## config.mk

```make
export PLATFORM = sky130hd
export DESIGN_NAME = link_serializer
export DESIGN_NICKNAME = d
export VERILOG_FILES = /design/src/rtl/link_ser_pkg.sv /design/src/rtl/link_lock_fsm.sv /design/src/rtl/word_edge_capture.sv /design/src/rtl/lane_shifter.sv /design/src/rtl/link_serializer.sv
export SDC_FILE = /design/constraint.sdc
export NUM_CORES = 1
export LEC_CHECK = 0
export BUFFER_PORTS_ARGS = -buffer_cell sky130_fd_sc_hd__buf_2
export CAP_MARGIN = 20
export CORE_ASPECT_RATIO = 1.5
export CORE_MARGIN = 5
export CORE_UTILIZATION = 30
export DETAILED_ROUTE_END_ITERATION = 7
export GPL_ROUTABILITY_DRIVEN = 0
export SLEW_MARGIN = 40
export SYNTH_ARGS = -nofsm -noshare
export SYNTH_HDL_FRONTEND = slang
export SYNTH_SLANG_ARGS = --single-unit
export TNS_END_PERCENT = 30
```

## constraint.sdc

```tcl
create_clock -name bit_clk -period 1.8 [get_ports bit_clk]
set_clock_uncertainty 0.05 [all_clocks]
set_input_delay 0 -clock bit_clk [delete_from_list [all_inputs] [get_ports bit_clk]]
set_output_delay 0 -clock bit_clk [all_outputs]
set_load 0.1 [all_outputs]
```

## src/rtl/link_ser_pkg.sv

```systemverilog
package link_ser_pkg;

    typedef enum logic [1:0] {
        ST_OFF    = 2'd0,
        ST_SETTLE = 2'd1,
        ST_RUN    = 2'd2
    } link_state_t;

    // Forwarded-clock slot pattern, index 0 sent first: high for the first
    // and last quarter of the word period, low in between (1100011 for 7).
    function automatic logic [63:0] fwd_pattern(input int width);
        logic [63:0] pat;
        int          hi;
        pat = '0;
        hi  = (width + 1) / 4;
        for (int i = 0; i < width; i++) begin
            pat[i] = (i < hi) || (i >= width - hi);
        end
        return pat;
    endfunction

endpackage

```

## src/rtl/link_lock_fsm.sv

```systemverilog
module link_lock_fsm
    import link_ser_pkg::*;
#(
    parameter int LOCK_CYCLES = 1000
) (
    input  logic        clk,
    input  logic        rst_n,
    input  logic        pd_n,
    input  logic        word_rise,
    output link_state_t state,
    output logic        drive_en,
    output logic        run_en
);
    localparam int CW = $clog2(LOCK_CYCLES + 1);

    link_state_t      state_nx;
    logic [CW-1:0]    wait_cnt;
    logic             wait_done;

    assign wait_done = (wait_cnt >= CW'(LOCK_CYCLES));

    // state register
    always_ff @(posedge clk or negedge rst_n) begin
        if (!rst_n) state <= ST_OFF;
        else        state <= state_nx;
    end

    // lock-settle counter: reads 1 on the edge after enable, then one per cycle
    always_ff @(posedge clk or negedge rst_n) begin
        if (!rst_n) begin
            wait_cnt <= '0;
        end else if (state == ST_OFF) begin
            wait_cnt <= CW'(1);
        end else if (!wait_done) begin
            wait_cnt <= wait_cnt + CW'(1);
        end
    end

    // transitions
    always_comb begin
        state_nx = state;
        unique case (state)
            ST_OFF:    if (pd_n) state_nx = ST_SETTLE;
            ST_SETTLE: if (!pd_n) state_nx = ST_OFF;
                       else if (word_rise && wait_done) state_nx = ST_RUN;
            ST_RUN:    if (!pd_n) state_nx = ST_OFF;
            default:   state_nx = ST_OFF;
        endcase
    end

    // outputs; pd_n gates them directly so release needs no clock edge
    always_comb begin
        drive_en = 1'b0;
        run_en   = 1'b0;
        unique case (state)
            ST_OFF:    begin drive_en = 1'b0; run_en = 1'b0; end
            ST_SETTLE: begin drive_en = pd_n; run_en = 1'b0; end
            ST_RUN:    begin drive_en = pd_n; run_en = pd_n; end
            default:   begin drive_en = 1'b0; run_en = 1'b0; end
        endcase
    end

endmodule

```

## src/rtl/word_edge_capture.sv

```systemverilog
module word_edge_capture #(
    parameter int DW = 28
) (
    input  logic          clk,
    input  logic          rst_n,
    input  logic          word_clk,
    input  logic [DW-1:0] din,
    output logic          word_rise,
    output logic [DW-1:0] word_q
);
    logic wclk_q;

    assign word_rise = word_clk && !wclk_q;

    always_ff @(posedge clk or negedge rst_n) begin
        if (!rst_n) begin
            wclk_q <= 1'b0;
            word_q <= '0;
        end else begin
            wclk_q <= word_clk;
            if (word_rise) word_q <= din;
        end
    end

endmodule

```

## src/rtl/lane_shifter.sv

```systemverilog
module lane_shifter #(
    parameter int W = 7
) (
    input  logic         clk,
    input  logic         rst_n,
    input  logic         load,
    input  logic [W-1:0] par_in,
    output logic         ser
);
    logic [W-1:0] sh;

    always_ff @(posedge clk or negedge rst_n) begin
        if (!rst_n)    sh <= '0;
        else if (load) sh <= par_in;
        else           sh <= {1'b0, sh[W-1:1]};
    end

    assign ser = sh[0];

endmodule

```

## src/rtl/link_serializer.sv

```systemverilog
module link_serializer
    import link_ser_pkg::*;
#(
    parameter int LANES       = 4,
    parameter int BITS        = 7,
    parameter int LOCK_CYCLES = 1000
) (
    input  logic                   bit_clk,
    input  logic                   rst_n,
    input  logic                   pd_n,
    input  logic                   word_clk,
    input  logic [LANES*BITS-1:0]  din,
    output logic [LANES:0]         lane_q,
    output logic [LANES:0]         lane_oe
);
    localparam int DW = LANES * BITS;
    localparam logic [BITS-1:0] FWD_PAT = BITS'(fwd_pattern(BITS));

    link_state_t   state;
    logic          drive_en;
    logic          run_en;
    logic          word_rise;
    logic [DW-1:0] word_q;
    logic [LANES:0] ser;

    word_edge_capture #(.DW(DW)) u_cap (
        .clk       (bit_clk),
        .rst_n     (rst_n),
        .word_clk  (word_clk),
        .din       (din),
        .word_rise (word_rise),
        .word_q    (word_q)
    );

    link_lock_fsm #(.LOCK_CYCLES(LOCK_CYCLES)) u_fsm (
        .clk       (bit_clk),
        .rst_n     (rst_n),
        .pd_n      (pd_n),
        .word_rise (word_rise),
        .state     (state),
        .drive_en  (drive_en),
        .run_en    (run_en)
    );

    for (genvar k = 0; k <= LANES; k++) begin : g_lane
        logic [BITS-1:0] slot_bits;
        if (k < LANES) begin : g_data
            assign slot_bits = word_q[k*BITS +: BITS];
        end else begin : g_fwd
            assign slot_bits = FWD_PAT;
        end
        lane_shifter #(.W(BITS)) u_sh (
            .clk    (bit_clk),
            .rst_n  (rst_n),
            .load   (word_rise),
            .par_in (slot_bits),
            .ser    (ser[k])
        );
        assign lane_q[k]  = run_en & ser[k];
        assign lane_oe[k] = drive_en;
    end

endmodule

```

* After elaboration in Yosys (flattened, before gate mapping)
Cells that the tools add are included.
Widths: inputs -> output; s select.
** Word-level totals
- Logic and storage cells :: 42
- Register bits after elaboration :: 76
- Output and inout port bits :: 10
- Bits of input ports :: 32
** Cells by class
- $add $sub $neg :: 1
- Bitwise logic cells :: 5
- Mux-type cells :: 14
- Reduce and logical (&&, ||, !) cells :: 6
- Equal/unequal tests :: 6
- $lt $le $gt $ge :: 1
** Operators by type and width (count)
- $mux 7 :: 5
- $mux 10 :: 2
- $add 10x1->10 const B :: 1
- $ge 10x10->1 const B :: 1
- $mux 2 :: 4
- $ne 2x2->1 const B :: 3
- $pmux 2 s3 :: 1
- $and 1x1->1 :: 5
- $ne 3x2->1 const B :: 1
- $reduce_and 3->1 :: 1
- $eq 2x1->1 const B :: 1
- $eq 2x2->1 const B :: 1
- $logic_and 1x1->1 :: 2
- $logic_not 2->1 :: 1
- $mux 1 :: 2
- $reduce_or 2->1 :: 1
- $logic_not 1->1 :: 1

* Depth between registers and ports, before layout
Gate-level depths: netlist of run 1.
- Depth after elaboration :: 6
- Mapped depth :: 6
- Depth with buffers taken out :: 6

* Hierarchy
Synthesis of run 1 repeated with hierarchy kept, for this count alone.
** Second synthesis, totals
- Cell total of the unflattened synthesis :: 234
- Area total of the unflattened synthesis :: 3454.6 um^2
** By module, submodules not included
- lane_shifter :: seq. area each 175.2 um^2, times used 5, cells each 15, area each 284.0 um^2
- word_edge_capture :: seq. area each 725.7 um^2, times used 1, cells each 61, area each 1127.3 um^2
- link_lock_fsm :: seq. area each 300.3 um^2, times used 1, cells each 86, area each 830.8 um^2
- link_serializer :: seq. area each 0.0 um^2, times used 1, cells each 12, area each 76.3 um^2

* Worst setup path before layout of run 1
OpenSTA, ideal clock, no wires.
- Kind :: register to register
- Start :: reg u_fsm.state[0]
- End :: reg u_fsm.state[0]
- Buffers on the path :: 0
- Setup slack :: 162 ps
- Library setup time :: 126 ps
- Data required time :: 1624 ps
- Arrival :: 1462 ps
- Period minus slack after synthesis :: 1638 ps
- Cell stages (with the launch flop) :: 7
- Cell sequence :: dfrtp_1 > inv_1 > ha_1 > or2_2 > o41ai_4 > nor2_1 > a311o_1
** On the way
- Longest elaborated chain between the ends :: 3
- Elaborated cells between the ends (all ways) :: 8
- Classes of those cells :: eq/ne (5); mux (1); reduce/logical (2)
** RTL lines
- start: declaration :: line link_lock_fsm.sv:10 : output link_state_t state,
- start signal: assignment :: line link_lock_fsm.sv:25 : else state <= state_nx;
- $eq 2x1->1, or another cell as far along :: line link_lock_fsm.sv:42 : unique case (state)
- $ne 3x2->1 (no source line) or $ne 2x2->1 (tied branches)
- $reduce_and 3->1 (no source line)
Parallel ways exist; a longest one is shown, timed or not.
A chain may end at the register's enable or synchronous reset.

* Worst setup path in the final report of run 1
- Start :: reg u_fsm.state[0]
- End :: out lane_oe[4]
** On the way
- Longest elaborated chain between the ends :: 3
- Elaborated cells between the ends (all ways) :: 4
- Classes of those cells :: eq/ne (2); mux (1); reduce/logical (1)
** RTL lines
- $eq 2x1->1 or $eq 2x2->1 (tied branches) :: line link_lock_fsm.sv:55 : unique case (state)
- $reduce_or 2->1 (no source line) *
- $mux 1 * :: line link_lock_fsm.sv:55
- end: declaration :: line link_serializer.sv:14 : output logic [LANES:0] lane_oe
Every way passes the cells marked *; elsewhere a longest branch is shown, timed or not.

==> flow_summary.json, run 1 <==
{
  "io_pins": 42,
  "max_stage_delay_ns": 0.44,
  "slowest_stage": "buf_2",
  "drv_slew": 0,
  "outcome": "finished clean",
  "worstPathCellList": "inv_1 -> ha_1 -> and2_1 -> buf_2",
  "end_kind": "primary output",
  "arrival_ns": 1.69,
  "num_vias": 1849,
  "setup_viol": 0,
  "hold_violations": 0,
  "synth-edff-count": 0,
  "synth_top_family_by_area": "multiplexers",
  "placed_cells": 368,
  "synth_compound_area_share_pct": 5.05,
  "insertion_delay_ns": 0.32,
  "die_w_um": 93.0,
  "fmax_mhz": 576,
  "die_y_um": 134,
  "rows": 45,
  "grt_max_degree": 43,
  "synth-seq-cells": 76,
  "synth_cell_types": 35,
  "cts_resized": 0,
  "grt_overflow_total": 0,
  "wl_um": 5440,
  "clock_path_buffers": 2,
  "syn_area_per_cell_um2": 14.2,
  "fin_crit_ns": 1.74,
  "cts.clk_slew.worst_paths_ns": 0.06,
  "cap_violations": 0,
  "synthXorXnorAreaFrac_pct": 1.41,
  "fin_ws_ns": 0.0625,
  "start_util_pct": 30.6,
  "clkSinkCount": 76,
  "final_nets": 330,
  "htreeDepth": 3,
  "synth_area_um2": 3100,
  "slew_headroom_pct": 67.8,
  "synth_seq_area_share_pct": 61.4,
  "post-cts-setup-buffers": 0,
  "drt-pass1-iter-count": 4,
  "layout_commonest_cell": "dfrtp_1",
  "worst_ep_required_time_ns": 1.75,
  "synth-simple-area-share_pct": 7.75,
  "cts_tree": "built",
  "async_flop_share_pct": 100,
  "first_iter_violations": 75,
  "synth_mux_area_share_pct": 18.9,
  "rsz0062_at_grt": "true",
  "synth_fa_ha_area_share_pct": 2.02,
  "dp_slack_ns": 0.0851,
  "antenna_found_initial": 0,
  "worst-slew-pin-transition_ns": 0.486,
  "routedWlPerCell_um": 13.1,
  "port_buffers": 41,
  "path_max_fanout": 5,
  "placed_area_um2": 3520,
  "peakVddDrop_mv": 0.591,
  "hpwlAfterDp_um": 3540,
  "drc": 0,
  "stdcell_count": 415,
  "fin_area_um2": 4110,
  "clk_root_buffer_cell": "clkbuf_16",
  "grt_pass1_vias": 2041,
  "synth_flop_cell": "dfrtp_1",
  "leakage_uw": 0.00186,
  "drive_above_1_share_pct": 39.6,
  "mostFrequentLayoutCells": "76 x dfrtp_1, 52 x mux2_2, 35 x buf_2",
  "die-area_um2": 12500,
  "timing.final.crit_share_pct": 96.5,
  "crit_type": "flip-flop to primary output",
  "core_um2": 10100,
  "area_growth_pct": 32.7,
  "power_density_nw_per_um2": 1140,
  "hold_class": "primary input to async pin",
  "synth_nets": 255,
  "yosys_warnings": 0,
  "num_antenna_cells": 0,
  "worstSetupStartpointType": "flip-flop",
  "ant_nets": 0,
  "vias_per_cell": 4.46,
  "grt_pass1_wl_um": 9750,
  "grt.total_usage_pct": 9.90,
  "synth_cells": 218,
  "numCtsBuffers": 9
}
flip-flops by register name, summed over array words and instances (netlist names):
signal          count
g_lane.u_sh.sh     35
u_fsm.wait_cnt     10
u_fsm.state         2
u_cap.word_q       28
u_cap.wclk_q        1
synthesized netlist by cell type, types with 5 or more instances:
library cell | number | area (um2)
buf_2 | 5 | 25.0
dfrtp_1 | 76 | 1900
nor2_1 | 9 | 33.8
nand2_1 | 5 | 18.8
and2_1 | 9 | 56.3
and3_1 | 6 | 37.5
mux2_2 | 52 | 586
o21ai_0 | 5 | 25.0
nand2b_1 | 5 | 31.3
buf_4 | 6 | 45.0
ha_1 | 5 | 62.6
power by group:
group | internal, uW | leakage [uW] | total [uW] | switching [uW]
Combinational | 386 | 0.000781 | 902 | 516
Sequential | 1960 | 0.000942 | 2070 | 118
Clock | 1070 | 0.000135 | 1710 | 636
Total | 3420 | 0.00186 | 4690 | 1270
final cells by class:
class / instances / area, um2
Tap cell: 117 / 146
Sequential cell: 76 / 1900
Clock buffer: 14 / 244
Multi-Input combinational cell: 123 / 1090
Timing Repair Buffer: 78 / 676
Fill cell: 951 / 6020
Inverter: 5 / 18.8
Clock inverter: 2 / 35.0
kinds of logic (layout without fill, tap and decap cells):
kind of cell	count (synthesis)	count (layout)
flip-flops	76	76
adder cells (fa/ha/maj)	5	5
buffers and inverters	19	99
multiplexers	52	52
AND/OR/NAND/NOR	43	43
XOR/XNOR	5	5
AO/OA/AOI/OAI	18	18
layer usage:
metal / part of all wire [%] / routed length [um] / up-vias / GRT usage [%]
met3: 3.8 / 205 / 11 / 2.62
li1: - / - / 901 / -
met4: 2.0 / 111 / 0 / 5.13
met2: 49 / 2670 / 35 / 15.5
met1: 45 / 2450 / 902 / 12.5
met5: 0 / 0 / - / 0
timing repair:
item                                   CTS  global route
setup endpoints to repair                0            10
endpoints found under the hold margin   64             0
hold buffers                            31             0
metrics by stage:
stage	hold slack, ns	utilization (%)	total power [uW]	TNS [ns]
detailed placement	-0.0518	34.7	2970	0
global placement	-0.0662	34.7	2940	0
finish	0.138	40.6	4690	0
floorplan	-0.346	-	2790	0
global route	0.186	40.6	4960	-0.243
CTS	0.146	40.6	4770	0
final timing paths:
check                      slack [ns]                   end  cells past startpoint                  from
min reg2reg                      0.37  g_lane[4].u_sh.sh[5]                      1  g_lane[4].u_sh.sh[6]
min in group bit_clk             0.28          u_cap.wclk_q                      2              word_clk
max                              0.06            lane_oe[4]                      4        u_fsm.state[0]
min                              0.14  g_lane[0].u_sh.sh[0]                      2                 rst_n
max in group asynchronous        0.97  g_lane[4].u_sh.sh[6]                      3                 rst_n
max reg2reg                      0.08        u_fsm.state[0]                      6        u_fsm.state[0]
worst max-delay path, delay by kind of cell, from the launching register on:
family | cells | cell delay (ns)
buf+inv | 2 | 0.52
flops | 1 | 0.38
fa+ha+maj | 1 | 0.28
simple gates | 1 | 0.17
No activity file was read; power rests on OpenSTA's default activity.
==> run 2: changes to the inputs <==
==> constraint.sdc (replaced) <==
create_clock -name bit_clk -period 1.6 [get_ports bit_clk]
set_clock_uncertainty 0.05 [all_clocks]
set_input_delay 0 -clock bit_clk [delete_from_list [all_inputs] [get_ports bit_clk]]
set_output_delay 0 -clock bit_clk [all_outputs]
set_load 0.1 [all_outputs]
==> run 2 against run 1 <==
Net effect:
- register-to-register slack barely moved
- first-iteration DRC count fell by 5.3%
- flip-flop and latch count did not move
- wire length rose by 1.4%
- design area rose by 7.9%
- worst setup slack got worse by 0.016 ns
- via count rose by 2.7%
- clock power rose by 44%
- utilization rose by 3.2 points
- global-route usage rose by 0.11 points
- largest cell class unchanged
- largest power group is now the clock network
- highest routed layer unchanged
==> flow_summary.json, run 2 (synthesis gave the netlist of run 1 again) <==
{
  "cap_violations": 0,
  "die_w_um": 93.0,
  "seq_power_share_pct": 38.7,
  "wl_um": 5510,
  "grt.total_usage_pct": 10.0,
  "timing.final.crit_share_pct": 97.1,
  "cts_tree": "built",
  "grt_overflow_total": 0,
  "hold_ws_ns": 0.0309,
  "drt-pass1-iter-count": 3,
  "routedWlPerCell_um": 12.9,
  "hpwlAfterDp_um": 3670,
  "dp_slack_ns": -0.0627,
  "regMostFlops": "g_lane.u_sh.sh",
  "insertion_delay_ns": 0.32,
  "die-area_um2": 12500,
  "drv_slew": 0,
  "start_util_pct": 30.6,
  "rsz0062_at_grt": "true",
  "grt_pass1_wl_um": 9740,
  "clk_root_buffer_cell": "clkbuf_16",
  "rows": 45,
  "layout_commonest_cell": "dfrtp_1",
  "share_comb_of_total_power_pct": 20.5,
  "arrival_ns": 1.50,
  "reg_top3": "g_lane.u_sh.sh x35, u_cap.word_q x28, u_fsm.wait_cnt x10",
  "final_nets": 341,
  "die_y_um": 134,
  "num_vias": 1898,
  "num_antenna_cells": 0,
  "core_um2": 10100,
  "hold_violations": 0,
  "drc": 0,
  "vias_per_cell": 4.46,
  "slew_headroom_pct": 68.5,
  "fin_crit_ns": 1.55,
  "mostFrequentLayoutCells": "74 x dfrtp_1, 52 x mux2_2, 30 x dlygate4sd3_1, 30 x buf_2, 14 x buf_4",
  "fmax_mhz": 644,
  "clkPwrFrac_pct": 40.8,
  "grt_pass1_vias": 2014,
  "path_max_fanout": 4,
  "worst-slew-pin-transition_ns": 0.472,
  "area_growth_pct": 43.1,
  "worstSetupStartpointType": "flip-flop",
  "intPower_uw": 4520,
  "crit_type": "flip-flop to primary output",
  "placed_area_um2": 3640,
  "worst_ep_required_time_ns": 1.55,
  "setup_viol": 0,
  "antenna_found_initial": 0,
  "fin_util_pct": 43.8,
  "num-fill-cells": 920,
  "p_sw_uw": 1500,
  "grt_max_degree": 36,
  "clock_path_buffers": 2,
  "numCtsBuffers": 9,
  "port_buffers": 41,
  "outcome": "finished clean",
  "end_kind": "primary output",
  "largest_register_ffs": 35,
  "htreeDepth": 3,
  "fin_ws_ns": 0.0460,
  "power_density_nw_per_um2": 1360,
  "swShare_pct": 24.9,
  "clkSinkCount": 76,
  "cts.clk_slew.worst_paths_ns": 0.05,
  "hold_class": "primary input to flip-flop",
  "drive_above_1_share_pct": 47.6,
  "leakage_uw": 0.00197,
  "ant_nets": 0,
  "first_iter_violations": 71,
  "final.setup.tns_ns": 0,
  "peakVddDrop_mv": 0.622,
  "io_pins": 42,
  "fin_area_um2": 4430
}
[run 2: cell types whose count changed in the layout (fill, tap and decap cells not counted), sizes merged]
cell	change
clkbuf	-2
bufinv	+3
clkinv	-1
dlygate4sd3	-1
buf	+12
[run 2: worst max-delay path, stage by stage (launching register included)]
cell	delay, ns
dfrtp_1	0.41
inv_2	0.12
ha_4	0.18
buf_6	0.11
and3_4	0.18
buf_12	0.17
[run 2: repair_timing]
action                                  4_1_cts  5_1_grt
pin swaps                                     1        7
gates resized for setup                       9       11
hold buffers                                 30        0
endpoints found under the setup margin       11       18
endpoints found under the hold margin       105        0
buffers inserted                              2        5
[run 2: power by group through the flow]
| stage | Combinational [uW] | Sequential (uW) | Clock, uW |
|---|---|---|---|
| after floorplan | 820 | 2320 | 0 |
| after global placement | 1110 | 2360 | 0 |
| after global routing | 1330 | 2370 | 2620 |
| after CTS | 1270 | 2330 | 2530 |
| after detailed placement | 1140 | 2370 | 0 |
| final | 1230 | 2330 | 2460 |
[run 2: per-stage QoR]
stage                     total power (uW)  std cells
after floorplan                       3140        218
after global placement                3460        374
after detailed placement              3500        374
after CTS                             6130        422
after global routing                  6320        426
final                                 6020        426
[run 2: layout make-up]
class                   count  area (um2)  share of cell area (%)
clock inverters             4         120                    2.71
inverters                   5        18.8                   0.423
repair buffers             89         838                    18.9
well taps                 117         146                    3.30
clock buffers              12         246                    5.56
flip-flops and latches     76        1900                    42.9
multi-input cells         123        1160                    26.2
[run 2: worst paths after layout]
path | from | to | slack (ns) | cells past startpoint
hold reg to reg | g_lane[4].u_sh.sh[2] | g_lane[4].u_sh.sh[1] | 0.38 | 1
max in group asynchronous | rst_n | u_cap.word_q[19] | 0.82 | 3
hold / removal | pd_n | u_fsm.state[1] | 0.03 | 3
setup reg to reg | u_fsm.state[0] | u_fsm.state[0] | 0.07 | 6
setup / recovery | u_fsm.state[0] | lane_q[3] | 0.05 | 5
min in group asynchronous | rst_n | u_cap.word_q[1] | 0.13 | 2
[run 2: routing by layer]
metal,up-vias,wire length (um),track usage (%)
met1,936,2330,11.5
met5,-,0,0
li1,917,-,-
met2,37,2870,16.9
met3,8,221,3.29
met4,0,90,4.40
